--- config.mk ---
export PLATFORM = sky130hd
export DESIGN_NAME = lin_rxframe_master
export DESIGN_NICKNAME = d
export VERILOG_FILES = /design/src/rtl/lin_rxframe_master.sv
export SDC_FILE = /design/constraint.sdc
export NUM_CORES = 1
export LEC_CHECK = 0
export ABC_AREA = 1
export BUFFER_PORTS_ARGS = -buffer_cell sky130_fd_sc_hd__buf_2
export CORE_MARGIN = 2
export CORE_UTILIZATION = 45
export DETAILED_ROUTE_END_ITERATION = 8
export PLACE_DENSITY_LB_ADDON = 0.08
export REMOVE_ABC_BUFFERS = 1
export SLEW_MARGIN = 30
export SYNTH_ARGS = -nofsm -noshare
export SYNTH_HDL_FRONTEND = slang
export SYNTH_SLANG_ARGS = --single-unit
--- constraint.sdc ---
create_clock -name clk -period 2.9 [get_ports clk]
set_clock_uncertainty 0.05 [all_clocks]
set_input_delay 0.29 -clock clk [delete_from_list [all_inputs] [get_ports clk]]
set_output_delay 0.29 -clock clk [all_outputs]
set_load 0.02 [all_outputs]
--- src/rtl/lin_rxframe_master.sv ---
module lin_rxframe_master #(
  parameter logic [7:0] SYNC_BYTE = 8'h55,
  parameter logic [7:0] CRC_POLY  = 8'h07,
  parameter logic [7:0] CRC_INIT  = 8'h00
) (
  input  logic       clk,
  input  logic       rst_n,
  input  logic       wr_en,
  input  logic [7:0] wr_data,
  output logic [7:0] rx_data,
  output logic       txrdy,
  output logic       rxrdy,
  output logic       frc,
  input  logic       clr_txrdy,
  input  logic       clr_rxrdy,
  input  logic       clr_frc,
  output logic       brk_req,
  input  logic       brk_done,
  output logic       tx_valid,
  output logic [7:0] tx_byte,
  input  logic       tx_done,
  input  logic       rx_valid,
  input  logic [7:0] rx_byte,
  input  logic       bit_tick,
  output logic       err_chk,
  output logic       err_crc,
  output logic       err_to
);
  localparam logic [2:0] S_IDLE = 3'd0, S_BRK = 3'd1, S_SYNC = 3'd2, S_PID = 3'd3,
                         S_DATA = 3'd4, S_CRC = 3'd5, S_CHK = 3'd6;

  logic [2:0]  st;
  logic [1:0]  widx;
  logic [7:0]  id_q, cnt_q, ctl_q, tlo_q, left_q, sum_q, crc_q;
  logic [11:0] tcnt;

  function automatic logic [7:0] crc_step(input logic [7:0] c, input logic [7:0] d);
    logic [7:0] r;
    r = c ^ d;
    for (int i = 0; i < 8; i++) r = r[7] ? ((r << 1) ^ CRC_POLY) : (r << 1);
    return r;
  endfunction

  wire        idle     = (st == S_IDLE);
  wire        rcv_data = (st == S_DATA);
  wire        timed    = (st >= S_DATA);
  wire        to_hit   = timed && bit_tick && (tcnt <= 12'd1);
  wire        wr_ok    = wr_en && idle;
  wire [2:0]  tail_st  = ctl_q[6] ? S_CRC : (ctl_q[5] ? S_CHK : S_IDLE);
  wire [8:0]  sum9     = {1'b0, sum_q} + {1'b0, rx_byte};
  wire [7:0]  sum_nx   = sum9[7:0] + {7'd0, sum9[8]};
  wire [7:0]  crc_nx   = crc_step(crc_q, rx_byte);

  assign brk_req  = (st == S_BRK);
  assign tx_valid = (st == S_SYNC) || (st == S_PID);
  assign tx_byte  = (st == S_SYNC) ? SYNC_BYTE : id_q;

  always_ff @(posedge clk or negedge rst_n) begin
    if (!rst_n) begin
      st <= S_IDLE; widx <= '0;
      id_q <= '0; cnt_q <= '0; ctl_q <= '0; tlo_q <= '0;
      left_q <= '0; sum_q <= '0; crc_q <= CRC_INIT; tcnt <= '0;
      rx_data <= '0; txrdy <= 1'b0; rxrdy <= 1'b0; frc <= 1'b0;
      err_chk <= 1'b0; err_crc <= 1'b0; err_to <= 1'b0;
    end else begin
      if (clr_txrdy) txrdy <= 1'b0;
      if (clr_rxrdy) rxrdy <= 1'b0;
      if (clr_frc)   frc   <= 1'b0;
      if (wr_ok) begin
        txrdy <= 1'b1;
        widx  <= widx + 2'd1;
        case (widx)
          2'd0: id_q  <= wr_data;
          2'd1: cnt_q <= wr_data;
          2'd2: ctl_q <= wr_data;
          default: begin
            tlo_q <= wr_data;
            if (!ctl_q[7]) begin
              st <= S_BRK; left_q <= cnt_q;
              sum_q <= '0; crc_q <= CRC_INIT;
              err_chk <= 1'b0; err_crc <= 1'b0; err_to <= 1'b0;
            end
          end
        endcase
      end
      if (to_hit) begin
        err_to <= 1'b1;
        st     <= S_IDLE;
      end else begin
        if (timed && bit_tick) tcnt <= tcnt - 12'd1;
        case (st)
          S_BRK:  if (brk_done) st <= S_SYNC;
          S_SYNC: if (tx_done)  st <= S_PID;
          S_PID:  if (tx_done) begin
            tcnt <= {ctl_q[3:0], tlo_q};
            st   <= (cnt_q != 8'd0) ? S_DATA : tail_st;
            if (cnt_q == 8'd0 && tail_st == S_IDLE) frc <= 1'b1;
          end
          S_DATA: if (rx_valid) begin
            rx_data <= rx_byte;
            rxrdy   <= 1'b1;
            sum_q   <= sum_nx;
            crc_q   <= crc_nx;
            left_q  <= left_q - 8'd1;
            if (left_q == 8'd1) begin
              st <= tail_st;
              if (tail_st == S_IDLE) frc <= 1'b1;
            end
          end
          S_CRC: if (rx_valid) begin
            if (rx_byte != crc_q) err_crc <= 1'b1;
            st <= ctl_q[5] ? S_CHK : S_IDLE;
            if (!ctl_q[5]) frc <= 1'b1;
          end
          S_CHK: if (rx_valid) begin
            if (rx_byte != ~sum_q) err_chk <= 1'b1;
            st  <= S_IDLE;
            frc <= 1'b1;
          end
          default: ;
        endcase
      end
    end
  end
endmodule


==> results of run 1 <==
-- power by group through the flow --
stage	clock network (mW)	logic [mW]	registers, mW
3_3_place_gp	0	2.77	2.14
2_1_floorplan	0	2.06	2.14
5_1_grt	1.43	3.22	2.20
4_1_cts	1.38	2.83	2.14
3_5_place_dp	0	2.81	2.15
6_report	1.36	2.81	2.14
-- worst min-delay path by stage --
stage | from | end | slack, ns | cells after the start
final | clr_rxrdy | rxrdy | 0.07 | 2
after global routing | clr_rxrdy | rxrdy | 0.09 | 2
after CTS | clr_rxrdy | rxrdy | 0.06 | 2
after detailed placement | rst_n | tlo_q[5] | 0.31 | 1
after global placement | rst_n | id_q[2] | 0.31 | 1
after floorplan | rst_n | cnt_q[0] | -0.06 | 0
-- Yosys cell counts (2+ instances only) --
| library cell | number |
|---|---|
| a21oi_1 | 13 |
| buf_2 | 8 |
| buf_4 | 3 |
| buf_6 | 5 |
| dfrtp_1 | 86 |
| ha_1 | 21 |
| inv_1 | 81 |
| inv_2 | 4 |
| mux2_2 | 6 |
| nand2_1 | 178 |
| nand2_2 | 2 |
| nand2_4 | 4 |
| nand3_1 | 55 |
| nand3b_1 | 2 |
| nand4_1 | 8 |
| nor2_1 | 58 |
| nor2_2 | 2 |
| nor2_4 | 2 |
| nor3_1 | 5 |
| nor3_2 | 2 |
| o211ai_1 | 4 |
| o21ai_0 | 52 |
| o21ai_1 | 10 |
| o22ai_1 | 8 |
| or2_2 | 2 |
| xnor2_1 | 13 |
| xor2_1 | 17 |
-- registers in the layout, summed over array words and instances (netlist names), 3 cells and up --
name     flops
left_q       8
ctl_q        7
cnt_q        8
id_q         8
tcnt        12
sum_q        8
tlo_q        8
rx_data      8
st           3
crc_q        8
-- routing by layer --
| layer | global-route usage, % | wire [microns] | vias up |
|---|---|---|---|
| li1 | - | - | 2229 |
| met1 | 31.2 | 6190 | 2063 |
| met2 | 31.2 | 5430 | 72 |
| met3 | 2.84 | 470 | 14 |
| met4 | 7.17 | 194 | 0 |
| met5 | 0 | 0 | - |
-- area by class of cell --
class / instances / share of cell area (%)
timing repair buffer: 55 / 5.25
clock buffer: 11 / 4.14
inverter: 88 / 5.76
sequential: 86 / 36.7
multi-input combinational: 474 / 43.3
tap: 143 / 3.05
clock inverter: 5 / 1.81
-- what timing repair did --
| item | CTS | global route |
|---|---|---|
| endpoints found under the hold margin | 47 | 0 |
| resized for setup | 0 | 0 |
| hold buffers | 1 | 0 |
-- stage by stage --
step	worst slack, ns	cells	hold WS [ns]	cell area (sq um)	power, mW
floorplan	0.618	648	-0.0556	5030	4.20
global placement	0.426	845	0.309	5500	4.91
detailed placement	0.342	845	0.313	5500	4.96
CTS	0.379	862	0.0650	5860	6.35
global route	0.185	862	0.0882	5860	6.85
finish	0.355	862	0.0722	5860	6.31
-- worst reg2reg max path, delay by kind of cell (launching register included) --
kind | cells | cell delay [ns]
compound gates | 4 | 0.63
flops | 1 | 0.38
simple gates | 6 | 0.56
fa+ha+maj | 3 | 0.88
-- logic make-up (layout without fill, tap and decap cells) --
| logic type | count (synthesis) | after routing | share of synthesized area, % |
|---|---|---|---|
| muxes | 6 | 6 | 1.31 |
| DFF | 86 | 86 | 41.8 |
| buffers and inverters | 104 | 159 | 8.87 |
| AOI/OAI and AO/OA | 93 | 93 | 9.80 |
| xor gates and xnor gates | 30 | 30 | 5.11 |
| adders and majority gates | 22 | 22 | 5.49 |
| and+or+nand+nor | 323 | 323 | 27.6 |
==> reports/qor.csv, run 1 <==
stage,metric,value,unit
clock_network,clock latency on the worst-skew pair,0.34,ns
route,DRT Pass-1 Iters,4,
finish,share of layout cells above drive strength 1,13.5,%
timing,f_max,393,MHz
finish,area delta synth->final,13.9,%
power,Psw,2.64,mW
synth,Post-synth EDFFs,0,
route,initial DRC count,360,
critical_path,reg-to-reg critical path endpoint,sum_q[5],
floorplan,Core Region,11300,sq um
placed_design,Port Buffers,49,
critical_path,CP bufs+invs,0,
finish,area of the multi-input gates,2540,sq um
clock_network,buffer levels on the longest clock path,2,
critical_path,CP Cell Sequence,ha_1 -> fa_1 -> nand3_1 -> a21oi_1 -> a211o_1 -> ha_1 -> nand2_1 -> nor2_1 -> nand2_1 -> nor2_1 -> a21oi_1 -> o21ai_0 -> nand2_1,
clock_network,Post-CTS Setup Inserts,0,
critical_path,"most used cell, CP",nand2_1,
finish,ant diodes,0,
synth,Async SR Flop Fraction,100,%
critical_path,Top Family by Delay on Critical Path,adder cells,
synth,ranking of synthesized cells by area,"dfrtp_1, nand2_1, inv_1",
power,Leak,3.07,nW
clock_network,clk sinks,86,
floorplan,Initial Util,45.7,%
route,DR WL/cell,14.3,microns
synth,post-synthesis sequential area ratio,41.8,%
finish,"commonest cells after routing, fill and taps aside","nand2_1, dfrtp_1, inv_1",
critical_path,minimum setup slack among reg-to-reg paths,0.35,ns
synth,Syn Inst Count,664,
status,status,"complete, no violations",
global_routing,vias in the first global route,4168,
power,Clock Power Share,21.5,%
synth,register bit count reported by yosys,86,
critical_path,reg2reg path depth,13,
global_routing,initial antenna violation count,0,
power,maximum vdd drop,434,uV
finish,FF+latch area,2150,sq um
synth,Synth top area share,41.8,%
critical_path,CP endpoint kind,flop,
floorplan,die width,111,microns
synth,Main synth FF type,dfrtp_1,
global_routing,grt ovf,0,
timing,unrepaired setup endpoints after global routing,no,
timing,Setup-failing EPs final,0,
route,DR vias,4378,
synth,YS warnings,0,
critical_path,"Arr. time, crit path",2.78,ns
global_routing,Overall Global Routing Usage,20.9,%
critical_path,Reg2Reg Launch Point,sum_q[0],
floorplan,die area,12300,sq um
finish,"leading cell type in the layout, fill and taps excluded",nand2_1,
run,Max-Cap Viols,0,
route,antenna-violating nets left,0,
critical_path,crit path launch,sum_q[0],
clock_network,clock-pin transition on the worst setup and hold timing paths,0.06,ns
floorplan,Die Y,111,microns
global_routing,first-pass GRT wire length,20700,microns
placed_design,RD Place Congestion,0.884,
critical_path,CP required,3.13,ns
finish,nets,762,
power,internal cell power,3.67,mW
critical_path,critical path class,reg2reg,
critical_path,Worst setup endpoint,sum_q[5],
timing,crit path time final,2.55,ns
timing,post-route setup TNS,0,ns
worst_hold_path,worst hold-check path type,in2reg,
clock_network,Num CTS Buffers,9,
critical_path,critical path depth,13,
finish,"Core Util, Final",52.0,%
floorplan,# IOs,50,
timing,Rel. slew slack,55.9,%
placed_design,hpwl dp,9230,microns
power,Logic pwr share,44.6,%
synth,cell taking the most area after synthesis,dfrtp_1,
critical_path,max incr delay on CP,0.45,ns
power,PD cells,1080,nW/um^2
clock_network,# H-tree levels,3,
timing,Pins Over Slew Limit,0,
timing,worst slew pin tran,0.661,ns
synth,synthesized area per cell,7.75,sq um
floorplan,site row count,39,
route,Vias/cell,5.08,
clock_network,root buffer cell,clkbuf_16,
power,switching power share of the total,41.8,%
route,routed wire length,12300,microns
finish,fillers,1114,
clock_network,CTS tree,done,
synth,Post-Synthesis Cell Area,5150,sq um
critical_path,worst-path cell with the longest stage delay,fa_1,
route,DRC viols,0,
timing,fin crit share,87.8,%
synth,"Distinct cells, synth",40,
timing,Final Hold Viols,0,
power,Reg power frac,33.9,%
critical_path,Worst setup SP type,flop,
critical_path,crit-path max FO,5,
global_routing,largest net degree at the start of global routing,50,
(Power assumes the default switching activity.)
==> run 2, diff against run 1 <==
Settings changed: RECOVER_POWER from default to 100.
==> run 2 against run 1 <==
Sequential cell count stayed put. Die area stayed put. Count of clock-buffer cells in the layout stayed put. Core utilization is 0.87 points lower. Wire length is 0.72% higher. Combinational power is 3% lower. Register-to-register slack worse by 0.03 ns. Setup slack worse by 0.034 ns. Cell area is 1.7% lower. Critical path type unchanged. Critical endpoint unchanged. Largest power group unchanged.
==> reports/qor.csv, run 2 (same netlist as run 1, synthesis figures left out) <==
stage,metric,value,unit
timing,Pins Over Slew Limit,0,
finish,nets,762,
finish,share of layout cells above drive strength 1,8.76,%
timing,fin crit share,88.9,%
finish,max reg flops,12,
finish,area delta synth->final,12.0,%
status,status,"complete, no violations",
run,Max-Cap Viols,0,
clock_network,# H-tree levels,3,
route,antenna-violating nets left,0,
critical_path,"Arr. time, crit path",2.81,ns
worst_hold_path,worst hold-check path type,in2reg,
critical_path,minimum setup slack among reg-to-reg paths,0.32,ns
critical_path,reg-to-reg critical path endpoint,sum_q[5],
finish,FF+latch area,2150,sq um
critical_path,CP required,3.13,ns
finish,post-route cell area,5770,sq um
placed_design,placed inst area,5500,sq um
timing,Final Hold Viols,0,
route,initial DRC count,342,
placed_design,Port Buffers,49,
route,Vias/cell,5.13,
critical_path,Worst setup SP type,flop,
finish,Top reg by flops,tcnt,
power,Leak,2.95,nW
critical_path,critical path class,reg2reg,
finish,"commonest cells after routing, fill and taps aside","nand2_1, dfrtp_1, inv_1",
power,PD cells,1080,nW/um^2
global_routing,initial antenna violation count,0,
finish,"leading cell type in the layout, fill and taps excluded",nand2_1,
timing,f_max,388,MHz
clock_network,Post-CTS Setup Inserts,0,
clock_network,clock-pin transition on the worst setup and hold timing paths,0.07,ns
floorplan,Core Region,11300,sq um
critical_path,crit-path max FO,5,
finish,fillers,1128,
clock_network,clock latency on the worst-skew pair,0.34,ns
placed_design,RD Place Congestion,0.884,
global_routing,grt ovf,0,
timing,unrepaired setup endpoints after global routing,no,
critical_path,reg2reg path depth,13,
critical_path,CP endpoint kind,flop,
finish,ant diodes,0,
route,DR WL/cell,14.4,microns
critical_path,Worst setup endpoint,sum_q[5],
timing,post-route setup TNS,0,ns
timing,worst slew pin tran,1.25,ns
floorplan,die area,12300,sq um
global_routing,Overall Global Routing Usage,20.9,%
power,maximum vdd drop,416,uV
timing,Setup-failing EPs final,0,
global_routing,largest net degree at the start of global routing,50,
placed_design,hpwl dp,9230,microns
clock_network,clk sinks,86,
floorplan,Initial Util,45.7,%
floorplan,die width,111,microns
timing,crit path time final,2.58,ns
clock_network,buffer levels on the longest clock path,2,
finish,area of the multi-input gates,2480,sq um
critical_path,crit path launch,sum_q[0],
clock_network,root buffer cell,clkbuf_16,
clock_network,CTS hold repair buffers,1,
floorplan,# IOs,50,
clock_network,Num CTS Buffers,9,
floorplan,site row count,39,
route,DR vias,4423,
clock_network,post-CTS resize count,0,
route,DRC viols,0,
worst_hold_path,hold path start,clr_rxrdy,
global_routing,first-pass GRT wire length,20700,microns
route,DRT Pass-1 Iters,6,
route,routed wire length,12400,microns
floorplan,Die Y,111,microns
critical_path,Reg2Reg Launch Point,sum_q[0],
clock_network,CTS tree,done,
timing,Rel. slew slack,16.8,%
global_routing,vias in the first global route,4168,
## run 2: cell count changes in the layout (fill, tap and decap cells not counted), moves of 4 or more
cell / previous run / this run
buf_4: 5 / 1
buf_2: 48 / 25
o21ai_1: 10 / 2
clkbuf_1: 1 / 25
o21ai_0: 52 / 60
nand2_1: 178 / 182
## run 2: per-stage QoR
stage / worst slack, ns / util [%] / hold slack, ns / power, mW / std cells
after floorplan: 0.618 / - / -0.0556 / 4.20 / 648
after global placement: 0.426 / 48.8 / 0.309 / 4.91 / 845
after detailed placement: 0.342 / 48.8 / 0.313 / 4.96 / 845
after CTS: 0.379 / 52.0 / 0.0650 / 6.35 / 862
after global routing: 0.161 / 51.1 / 0.0882 / 6.75 / 862
final: 0.321 / 51.1 / 0.0691 / 6.22 / 862
## run 2: report_power, final
part / internal, mW / leakage, nW / switching [mW]
Clock: 0.868 / 0.166 / 0.492
Sequential: 1.73 / 1.02 / 0.395
Combinational: 1.01 / 1.76 / 1.72
## run 2: layout make-up
cell class / count / share of cell area (%)
inverters: 88 / 5.84
multi-input cells: 474 / 43.0
clock inverters: 5 / 1.84
flip-flops and latches: 86 / 37.3
repair buffers: 55 / 4.64
well taps: 143 / 3.10
clock buffers: 11 / 4.21
## run 2: how the worst min path moves through the flow
stage | end | slack [ns] | cells after the start
finish | rxrdy | 0.07 | 2
global route | rxrdy | 0.09 | 2
CTS | rxrdy | 0.06 | 2
detailed placement | tlo_q[5] | 0.31 | 1
global placement | id_q[2] | 0.31 | 1
floorplan | cnt_q[0] | -0.06 | 0
## run 2: routing by layer
layer	part of all wire [%]	vias to the layer above	routed length, microns	GRT usage (%)
met5	0	-	0	0
met4	1.7	0	214	7.17
met3	3.3	17	414	2.84
met2	44	89	5410	31.2
met1	51	2088	6350	31.2
li1	-	2229	-	-
## run 2: critical path, cell delays in order, from the launching register on
cell	delay [ns]
dfrtp_1	0.38
ha_1	0.23
fa_1	0.45
nand3_1	0.18
a21oi_1	0.10
a211o_1	0.25
ha_1	0.20
nand2_1	0.10
nor2_1	0.06
nand2_1	0.08
nor2_1	0.08
a21oi_1	0.16
o21ai_0	0.13
nand2_1	0.07
